--- src/rtl/ptimer_pkg.sv ---
package ptimer_pkg;

  localparam int NPOST = 5;
  localparam int PTV_W = 3;

  // posted register indices, also their pending bit positions
  localparam int PI_CTRL = 0;
  localparam int PI_CNT  = 1;
  localparam int PI_RLD  = 2;
  localparam int PI_TRG  = 3;
  localparam int PI_MAT  = 4;

  // status / enable bit positions
  localparam int SB_MAT = 0;
  localparam int SB_OVF = 1;
  localparam int SB_CAP = 2;
  localparam int NSB    = 3;

  localparam logic [7:0] OFF_ID   = 8'h00;
  localparam logic [7:0] OFF_STAT = 8'h18;
  localparam logic [7:0] OFF_ENA  = 8'h1C;
  localparam logic [7:0] OFF_CTRL = 8'h24;
  localparam logic [7:0] OFF_CNT  = 8'h28;
  localparam logic [7:0] OFF_RLD  = 8'h2C;
  localparam logic [7:0] OFF_TRG  = 8'h30;
  localparam logic [7:0] OFF_PEND = 8'h34;
  localparam logic [7:0] OFF_MAT  = 8'h38;
  localparam logic [7:0] OFF_CAP  = 8'h3C;

  typedef struct packed {
    logic             cmp_en;
    logic             pre_en;
    logic [PTV_W-1:0] ptv;
    logic             auto_rld;
    logic             run;
  } ctrl_t;

  localparam int CTRL_W = $bits(ctrl_t);

  function automatic logic [7:0] post_off(input int idx);
    case (idx)
      PI_CTRL: post_off = OFF_CTRL;
      PI_CNT:  post_off = OFF_CNT;
      PI_RLD:  post_off = OFF_RLD;
      PI_TRG:  post_off = OFF_TRG;
      default: post_off = OFF_MAT;
    endcase
  endfunction

endpackage

--- src/rtl/ptimer_rst_sync.sv ---
module ptimer_rst_sync (
  input  logic clk,
  input  logic rst_n,
  output logic rst_sn
);

  logic [1:0] sync_q;

  always_ff @(posedge clk or negedge rst_n) begin
    if (!rst_n) sync_q <= 2'b00;
    else        sync_q <= {sync_q[0], 1'b1};
  end

  assign rst_sn = sync_q[1];

endmodule

--- src/rtl/ptimer_post.sv ---
// One posted-write slot: holds written data for a fixed window, then commits.
module ptimer_post #(
  parameter int DW  = 32,
  parameter int WIN = 4
) (
  input  logic          clk,
  input  logic          rst_n,
  input  logic          wr_i,
  input  logic [DW-1:0] wdata_i,
  output logic          pend_o,
  output logic          commit_o,
  output logic [DW-1:0] shadow_o
);

  localparam int CW = $clog2(WIN + 1);
  localparam logic [CW-1:0] WIN_C = CW'(WIN);
  localparam logic [CW-1:0] ONE_C = CW'(1);

  logic [CW-1:0] win_q, win_d;
  logic [DW-1:0] sh_q, sh_d;
  logic          sh_en;

  always_comb begin
    win_d = win_q;
    sh_en = 1'b0;
    sh_d  = wdata_i;
    if (wr_i) begin
      win_d = WIN_C;     // a rewrite restarts the window
      sh_en = 1'b1;
    end else if (win_q != '0) begin
      win_d = win_q - ONE_C;
    end
  end

  always_ff @(posedge clk or negedge rst_n) begin
    if (!rst_n) begin
      win_q <= '0;
      sh_q  <= '0;
    end else begin
      win_q <= win_d;
      if (sh_en) sh_q <= sh_d;
    end
  end

  assign pend_o   = (win_q != '0);
  assign commit_o = (win_q == ONE_C) && !wr_i;
  assign shadow_o = sh_q;

endmodule

--- src/rtl/ptimer_prescale.sv ---
// Turns ticks into counter advance pulses, optionally divided by 2^(ptv+1).
module ptimer_prescale
  import ptimer_pkg::*;
(
  input  logic             clk,
  input  logic             rst_n,
  input  logic             run_i,
  input  logic             tick_i,
  input  logic             pre_en_i,
  input  logic [PTV_W-1:0] ptv_i,
  output logic             adv_o
);

  localparam int PCW = 1 << PTV_W;

  logic [PCW-1:0] pc_q, pc_d, lim;

  always_comb begin
    lim   = PCW'((64'd1 << (32'(ptv_i) + 32'd1)) - 64'd1);
    pc_d  = pc_q;
    adv_o = 1'b0;
    if (!run_i) begin
      pc_d = '0;
    end else if (tick_i) begin
      if (!pre_en_i) begin
        adv_o = 1'b1;
      end else if (pc_q == lim) begin
        pc_d  = '0;
        adv_o = 1'b1;
      end else begin
        pc_d = pc_q + 1'b1;
      end
    end
  end

  always_ff @(posedge clk or negedge rst_n) begin
    if (!rst_n) pc_q <= '0;
    else        pc_q <= pc_d;
  end

endmodule

--- src/rtl/ptimer_core.sv ---
// Counter, capture and the event pulses that feed the status register.
module ptimer_core
  import ptimer_pkg::*;
#(
  parameter int DW = 32
) (
  input  logic          clk,
  input  logic          rst_n,
  input  ctrl_t         ctrl_i,
  input  logic          adv_i,
  input  logic          cnt_wr_i,
  input  logic [DW-1:0] cnt_wdata_i,
  input  logic          trg_i,
  input  logic [DW-1:0] rld_i,
  input  logic [DW-1:0] mat_i,
  input  logic          cap_i,
  output logic [DW-1:0] cnt_o,
  output logic [DW-1:0] cap_o,
  output logic [NSB-1:0] evt_o
);

  logic [DW-1:0] cnt_q, cnt_d;
  logic [DW-1:0] cap_q;
  logic          wrap;

  always_comb begin
    cnt_d = cnt_q;
    evt_o = '0;
    wrap  = (cnt_q == '1);
    if (cnt_wr_i) begin
      cnt_d = cnt_wdata_i;
    end else if (trg_i) begin
      cnt_d = rld_i;
    end else if (adv_i) begin
      if (wrap) begin
        evt_o[SB_OVF] = 1'b1;
        cnt_d = ctrl_i.auto_rld ? rld_i : '0;
      end else begin
        cnt_d = cnt_q + 1'b1;
      end
      if (ctrl_i.cmp_en && (cnt_d == mat_i)) evt_o[SB_MAT] = 1'b1;
    end
    evt_o[SB_CAP] = cap_i;
  end

  always_ff @(posedge clk or negedge rst_n) begin
    if (!rst_n) begin
      cnt_q <= '0;
      cap_q <= '0;
    end else begin
      cnt_q <= cnt_d;
      if (cap_i) cap_q <= cnt_q;
    end
  end

  assign cnt_o = cnt_q;
  assign cap_o = cap_q;

endmodule

--- src/rtl/ptimer.sv ---
module ptimer
  import ptimer_pkg::*;
#(
  parameter int         DW       = 32,
  parameter int         AW       = 8,
  parameter int         POST_WIN = 4,
  parameter logic [7:0] REV      = 8'h21
) (
  input  logic          clk,
  input  logic          rst_n,
  input  logic          tick_i,
  input  logic          cap_i,
  input  logic [AW-1:0] bus_addr_i,
  input  logic [DW-1:0] bus_wdata_i,
  input  logic          bus_we_i,
  input  logic          bus_re_i,
  output logic [DW-1:0] bus_rdata_o,
  output logic          irq_o
);

  logic                rst_sn;
  logic [NPOST-1:0]    post_wr, pend, commit;
  logic [DW-1:0]       post_data [NPOST];

  ctrl_t               ctrl_q, ctrl_d;
  logic [DW-1:0]       rld_q, rld_d, mat_q, mat_d;
  logic [NSB-1:0]      stat_q, stat_d, ena_q, ena_d, evt, w1c;
  logic                ena_wr;
  logic [DW-1:0]       cnt, cap_val;
  logic                adv;
  logic                unused_bits;

  ptimer_rst_sync rst_sync_i (
    .clk    (clk),
    .rst_n  (rst_n),
    .rst_sn (rst_sn)
  );

  for (genvar g = 0; g < NPOST; g++) begin : g_post
    assign post_wr[g] = bus_we_i && (bus_addr_i == AW'(post_off(g)));
    ptimer_post #(.DW(DW), .WIN(POST_WIN)) post_i (
      .clk      (clk),
      .rst_n    (rst_sn),
      .wr_i     (post_wr[g]),
      .wdata_i  (bus_wdata_i),
      .pend_o   (pend[g]),
      .commit_o (commit[g]),
      .shadow_o (post_data[g])
    );
  end

  assign unused_bits = ^{post_data[PI_CTRL][DW-1:CTRL_W], post_data[PI_TRG],
                         bus_wdata_i[DW-1:NSB]};

  // committed configuration
  always_comb begin
    ctrl_d = ctrl_q;
    rld_d  = rld_q;
    mat_d  = mat_q;
    if (commit[PI_CTRL]) ctrl_d = ctrl_t'(post_data[PI_CTRL][CTRL_W-1:0]);
    if (commit[PI_RLD])  rld_d  = post_data[PI_RLD];
    if (commit[PI_MAT])  mat_d  = post_data[PI_MAT];
  end

  always_ff @(posedge clk or negedge rst_sn) begin
    if (!rst_sn) begin
      ctrl_q <= '0;
      rld_q  <= '0;
      mat_q  <= '0;
    end else begin
      ctrl_q <= ctrl_d;
      rld_q  <= rld_d;
      mat_q  <= mat_d;
    end
  end

  ptimer_prescale pre_i (
    .clk      (clk),
    .rst_n    (rst_sn),
    .run_i    (ctrl_q.run),
    .tick_i   (tick_i),
    .pre_en_i (ctrl_q.pre_en),
    .ptv_i    (ctrl_q.ptv),
    .adv_o    (adv)
  );

  ptimer_core #(.DW(DW)) core_i (
    .clk         (clk),
    .rst_n       (rst_sn),
    .ctrl_i      (ctrl_q),
    .adv_i       (adv),
    .cnt_wr_i    (commit[PI_CNT]),
    .cnt_wdata_i (post_data[PI_CNT]),
    .trg_i       (commit[PI_TRG]),
    .rld_i       (rld_q),
    .mat_i       (mat_q),
    .cap_i       (cap_i),
    .cnt_o       (cnt),
    .cap_o       (cap_val),
    .evt_o       (evt)
  );

  // status (write-1-to-clear, set wins) and enable (direct write)
  always_comb begin
    w1c    = (bus_we_i && (bus_addr_i == AW'(OFF_STAT))) ? bus_wdata_i[NSB-1:0] : '0;
    ena_wr = bus_we_i && (bus_addr_i == AW'(OFF_ENA));
    stat_d = (stat_q & ~w1c) | evt;
    ena_d  = bus_wdata_i[NSB-1:0];
  end

  always_ff @(posedge clk or negedge rst_sn) begin
    if (!rst_sn) begin
      stat_q <= '0;
      ena_q  <= '0;
    end else begin
      stat_q <= stat_d;
      if (ena_wr) ena_q <= ena_d;
    end
  end

  assign irq_o = |(stat_q & ena_q);

  // read mux
  always_comb begin
    bus_rdata_o = '0;
    if (bus_re_i) begin
      case (bus_addr_i)
        AW'(OFF_ID):   bus_rdata_o = DW'(REV);
        AW'(OFF_STAT): bus_rdata_o = DW'(stat_q);
        AW'(OFF_ENA):  bus_rdata_o = DW'(ena_q);
        AW'(OFF_CTRL): bus_rdata_o = DW'(ctrl_q);
        AW'(OFF_CNT):  bus_rdata_o = cnt;
        AW'(OFF_RLD):  bus_rdata_o = rld_q;
        AW'(OFF_PEND): bus_rdata_o = DW'(pend);
        AW'(OFF_MAT):  bus_rdata_o = mat_q;
        AW'(OFF_CAP):  bus_rdata_o = cap_val;
        default:       bus_rdata_o = '0;
      endcase
    end
  end

endmodule

--- config.mk ---
export PLATFORM = sky130hd
export DESIGN_NAME = ptimer
export DESIGN_NICKNAME = d
export VERILOG_FILES = /design/src/rtl/ptimer_pkg.sv /design/src/rtl/ptimer_rst_sync.sv /design/src/rtl/ptimer_post.sv /design/src/rtl/ptimer_prescale.sv /design/src/rtl/ptimer_core.sv /design/src/rtl/ptimer.sv
export SDC_FILE = /design/constraint.sdc
export NUM_CORES = 1
export LEC_CHECK = 0
export ABC_AREA = 1
export BUFFER_PORTS_ARGS = -buffer_cell sky130_fd_sc_hd__buf_2
export CAP_MARGIN = 40
export CORE_UTILIZATION = 50
export DETAILED_ROUTE_END_ITERATION = 6
export PLACE_DENSITY = 0.8
export SYNTH_ARGS = -nofsm -noshare
export SYNTH_HDL_FRONTEND = slang
export SYNTH_SLANG_ARGS = --single-unit
--- constraint.sdc ---
create_clock -name clk -period 7.9 [get_ports clk]
set_clock_uncertainty 0.2 [all_clocks]
set_input_delay 1.185 -clock clk [delete_from_list [all_inputs] [get_ports clk]]
set_output_delay 1.185 -clock clk [all_outputs]
set_load 0.01 [all_outputs]
==> results.tsv <==
stage	metric	value	unit
run_status	outcome	finished, final reports clean	
die	Die Height	171	um
worst_setup_path	Worst EP required	6.51	ns
place	DP Wirelength	33700	um
global_routing	pin count of the biggest net entering global routing	176	
synthesis	Synth top area share	47.2	%
clock_network	clk buf depth	3	
sta	Setup TNS	0	ns
synthesis	most instantiated library cell after synthesis	nand2_1	
drt	DRC violations left	0	
synthesis	FF+latch count, synth	269	
clock_network	Post-CTS Setup Inserts	0	
global_routing	vias in the first global route	12200	
clock_network	Sink Count	269	
sta	Final period util	64.7	%
worst_setup_path	Reg2Reg Setup Slack	4.08	ns
global_routing	grt ovf	0	
pwr	cell area power density	352	nW/um2
worst_setup_path	R2R Path End	stat_q[0]	
synthesis	top_reg_cell synth	dfrtp_1	
pwr	Design Power	5.64	mW
drt	TritonRoute pass-1 iters	6	
drt	DR vias/cell	5.68	
global_routing	initial antenna violation count	0	
sta	min cycle time layout	5.11	ns
die	chip width	171	um
synthesis	Synth area leaders	dfrtp_1 (47%), nand2_1 (14%), o21ai_0 (8.2%), inv_1 (5.8%), nor2_1 (3.9%)	
global_routing	first-pass GRT wire length	70900	um
die	core area	27900	um2
layout	share of cells above drive strength 1	10.6	%
worst_setup_path	Setup crit start	bus_addr_i[7]	
place	port bufs	78	
die	Core Rows	61	
sta	Fin. Hold Viols	0	
layout	nets	1968	
die	initial core utilization	51.1	%
clock_network	CTS tree	done	
hold_path	Min-Delay Path Class	reg2async	
drt	Routed WL	46200	um
die	# IOs	79	
clock_network	Resized cells post-CTS	0	
drt	Post-DRT Antenna Nets	0	
run	Max-Cap Viols	0	
pwr	Clock power frac	25.2	%
pwr	combinational cell fraction of total power	35.4	%
synthesis	synth cell count leaders	nand2_1 (536), dfrtp_1 (269), o21ai_0 (235), inv_1 (222), nor2_1 (147)	
clock_network	Worst-path clk slew	0.06	ns
global_routing	Total GRT Usage	32.4	%
pwr	Net Sw Power	2.41	mW
pwr	total internal power	3.24	mW
sta	RSZ-0062 raised after global routing	false	
worst_setup_path	R2R depth	17	
layout	Area Overhead vs Synth	12.3	%
worst_setup_path	arrival time worst endpoint	3.72	ns
drt	drt wl/cell	20.1	um
synthesis	Synth cell types	42	
place	Placer Congestion	0.960	
synthesis	Yosys Warn Count	0	
synthesis	Post-synth EDFFs	0	
drt	Vias	13100	
worst_setup_path	startpoint types	input pin	
sta	Worst Tran Pin Value	0.925	ns
layout	antenna cells	0	
pwr	sequential share of power	39.4	%
synthesis	Syn Inst Count	1859	
die	Die ar.	29200	um2
sta	Final setup viols	0	
synthesis	fraction of registers with async set/reset	100	%
worst_setup_path	r2r startpoint	core_i.cnt_o[0]	
synthesis	Seq/Total Area, Yosys	47.2	%
clock_network	H-tree lvl count	1	
sta	f_max	0.196	GHz
synthesis	Synth area leader	dfrtp_1	
clock_network	root buf cell	clkbuf_16	
clock_network	Hold Buf Count CTS	0	
sta	Max Slew Vio Count	0	
synthesis	syn avg cell area	7.68	um2
pwr	Leak	8.00	nW
clock_network	Inserted Clock Buffers	30	
worst_setup_path	crit-path max FO	18	
worst_setup_path	CP endpoint kind	output port	
worst_setup_path	kind of critical path	in2out	
pwr	sw frac	42.6	%
drt	Detailed Route Iter0 Violations	1687	
pwr	worst vdd ir	0.171	mV
sta	slew margin rel.	38.3	%
synthesis	Cell Area, Synth	14300	um2
clock_network	worst-skew pair later-pin latency	0.56	ns
## worst max-delay path by stage
stage | to | slack [ns] | cells after the start
finish | bus_rdata_o[5] | 2.79 | 9
detailed placement | bus_rdata_o[20] | 2.88 | 11
global placement | core_i.cnt_o[21] | 2.57 | 10
floorplan | core_i.cap_o[0] | 3.29 | 0
global route | bus_rdata_o[14] | 2.67 | 9
CTS | bus_rdata_o[5] | 2.88 | 9
## power groups by stage
| stage | combinational [mW] | clock (mW) | sequential (mW) |
|---|---|---|---|
| 6_report | 2.00 | 1.42 | 2.22 |
| 3_5_place_dp | 1.94 | 0 | 2.21 |
| 3_3_place_gp | 1.87 | 0 | 2.20 |
| 5_1_grt | 2.25 | 1.49 | 2.25 |
| 4_1_cts | 1.96 | 1.43 | 2.19 |
| 2_1_floorplan | 1.45 | 0 | 1.99 |
## stage by stage
stage / util (%) / std cells / instance area (um2) / setup slack, ns / hold WS, ns
after floorplan: - / 1860 / 14300 / 3.29 / 0.131
after global placement: 53.3 / 2244 / 14900 / 2.57 / 0.137
after detailed placement: 53.7 / 2250 / 15000 / 2.88 / 0.136
after CTS: 57.4 / 2304 / 16000 / 2.88 / 0.163
after global routing: 57.4 / 2304 / 16000 / 2.67 / 0.179
final: 57.4 / 2304 / 16000 / 2.79 / 0.139
## cells by family after synthesis
kind of cell               count (synthesis)  synth area share, %
and+or+nand+nor                          828                 23.9
AOI/OAI and AO/OA                        387                 15.4
buffers and inverters                    310                 8.58
DFF                                      269                 47.2
muxes                                     30                 2.37
adders and majority gates                 18                 1.58
xor gates and xnor gates                  16                0.982
other                                      1               0.0263
## routing by layer
layer / track usage, % / wire (um) / part of all wire, % / vias to the layer above
met5: 0 / 0 / 0 / -
met4: 7.88 / 1110 / 2.4 / 0
met3: 8.14 / 5170 / 11 / 72
met2: 46.0 / 18900 / 41 / 659
met1: 49.0 / 21000 / 45 / 6191
li1: - / - / - / 6159
## state kept, by name, indices dropped and copies added (netlist names)
register	count
core_i.cap_o	32
core_i.cnt_o	32
ctrl_q	7
ena_q	3
g_post.post_i.shadow_o	103
g_post.post_i.win_q	15
mat_q	32
pre_i.pc_q	8
rld_q	32
rst_sync_i.sync_q	2
stat_q	3
## cells in the final DEF, fill, tap and decap left out, drive strengths merged
cell type  instances
a22oi              8
nor4               4
a2111oi            2
o21ai            238
nor3               4
mux2              30
o21bai             3
o32ai              1
a21oi             35
and2               2
o31ai              2
xnor2              6
conb               2
nor2             156
ha                18
bufinv             2
nand3b             5
o22ai             37
or2                1
clkinvlp           3
buf               93
clkbuf            40
o211ai            20
a221oi            26
nand3             99
nand4             15
nand2            542
clkinv             9
xor2              10
inv              229
dfrtp            269
a31oi             14
o41ai              1
## critical path: stages
cell and delay (ns):
buf_2 0.10, nor2_1 0.21, nand2_1 0.08, nor2_1 0.24, nand2_1 0.54, inv_1 0.77
a221oi_1 0.20, a21oi_1 0.22, buf_2 0.17
## area by class of cell
type | count | area, um2
Clock inverter | 14 | 146
Inverter | 229 | 860
Tap cell | 378 | 473
Clock buffer | 40 | 870
Multi-Input combinational cell | 1281 | 6350
Sequential cell | 269 | 6740
Timing Repair Buffer | 93 | 591
Fill cell | 2568 | 11900
Note: power is estimated with default switching activity, not from simulation.
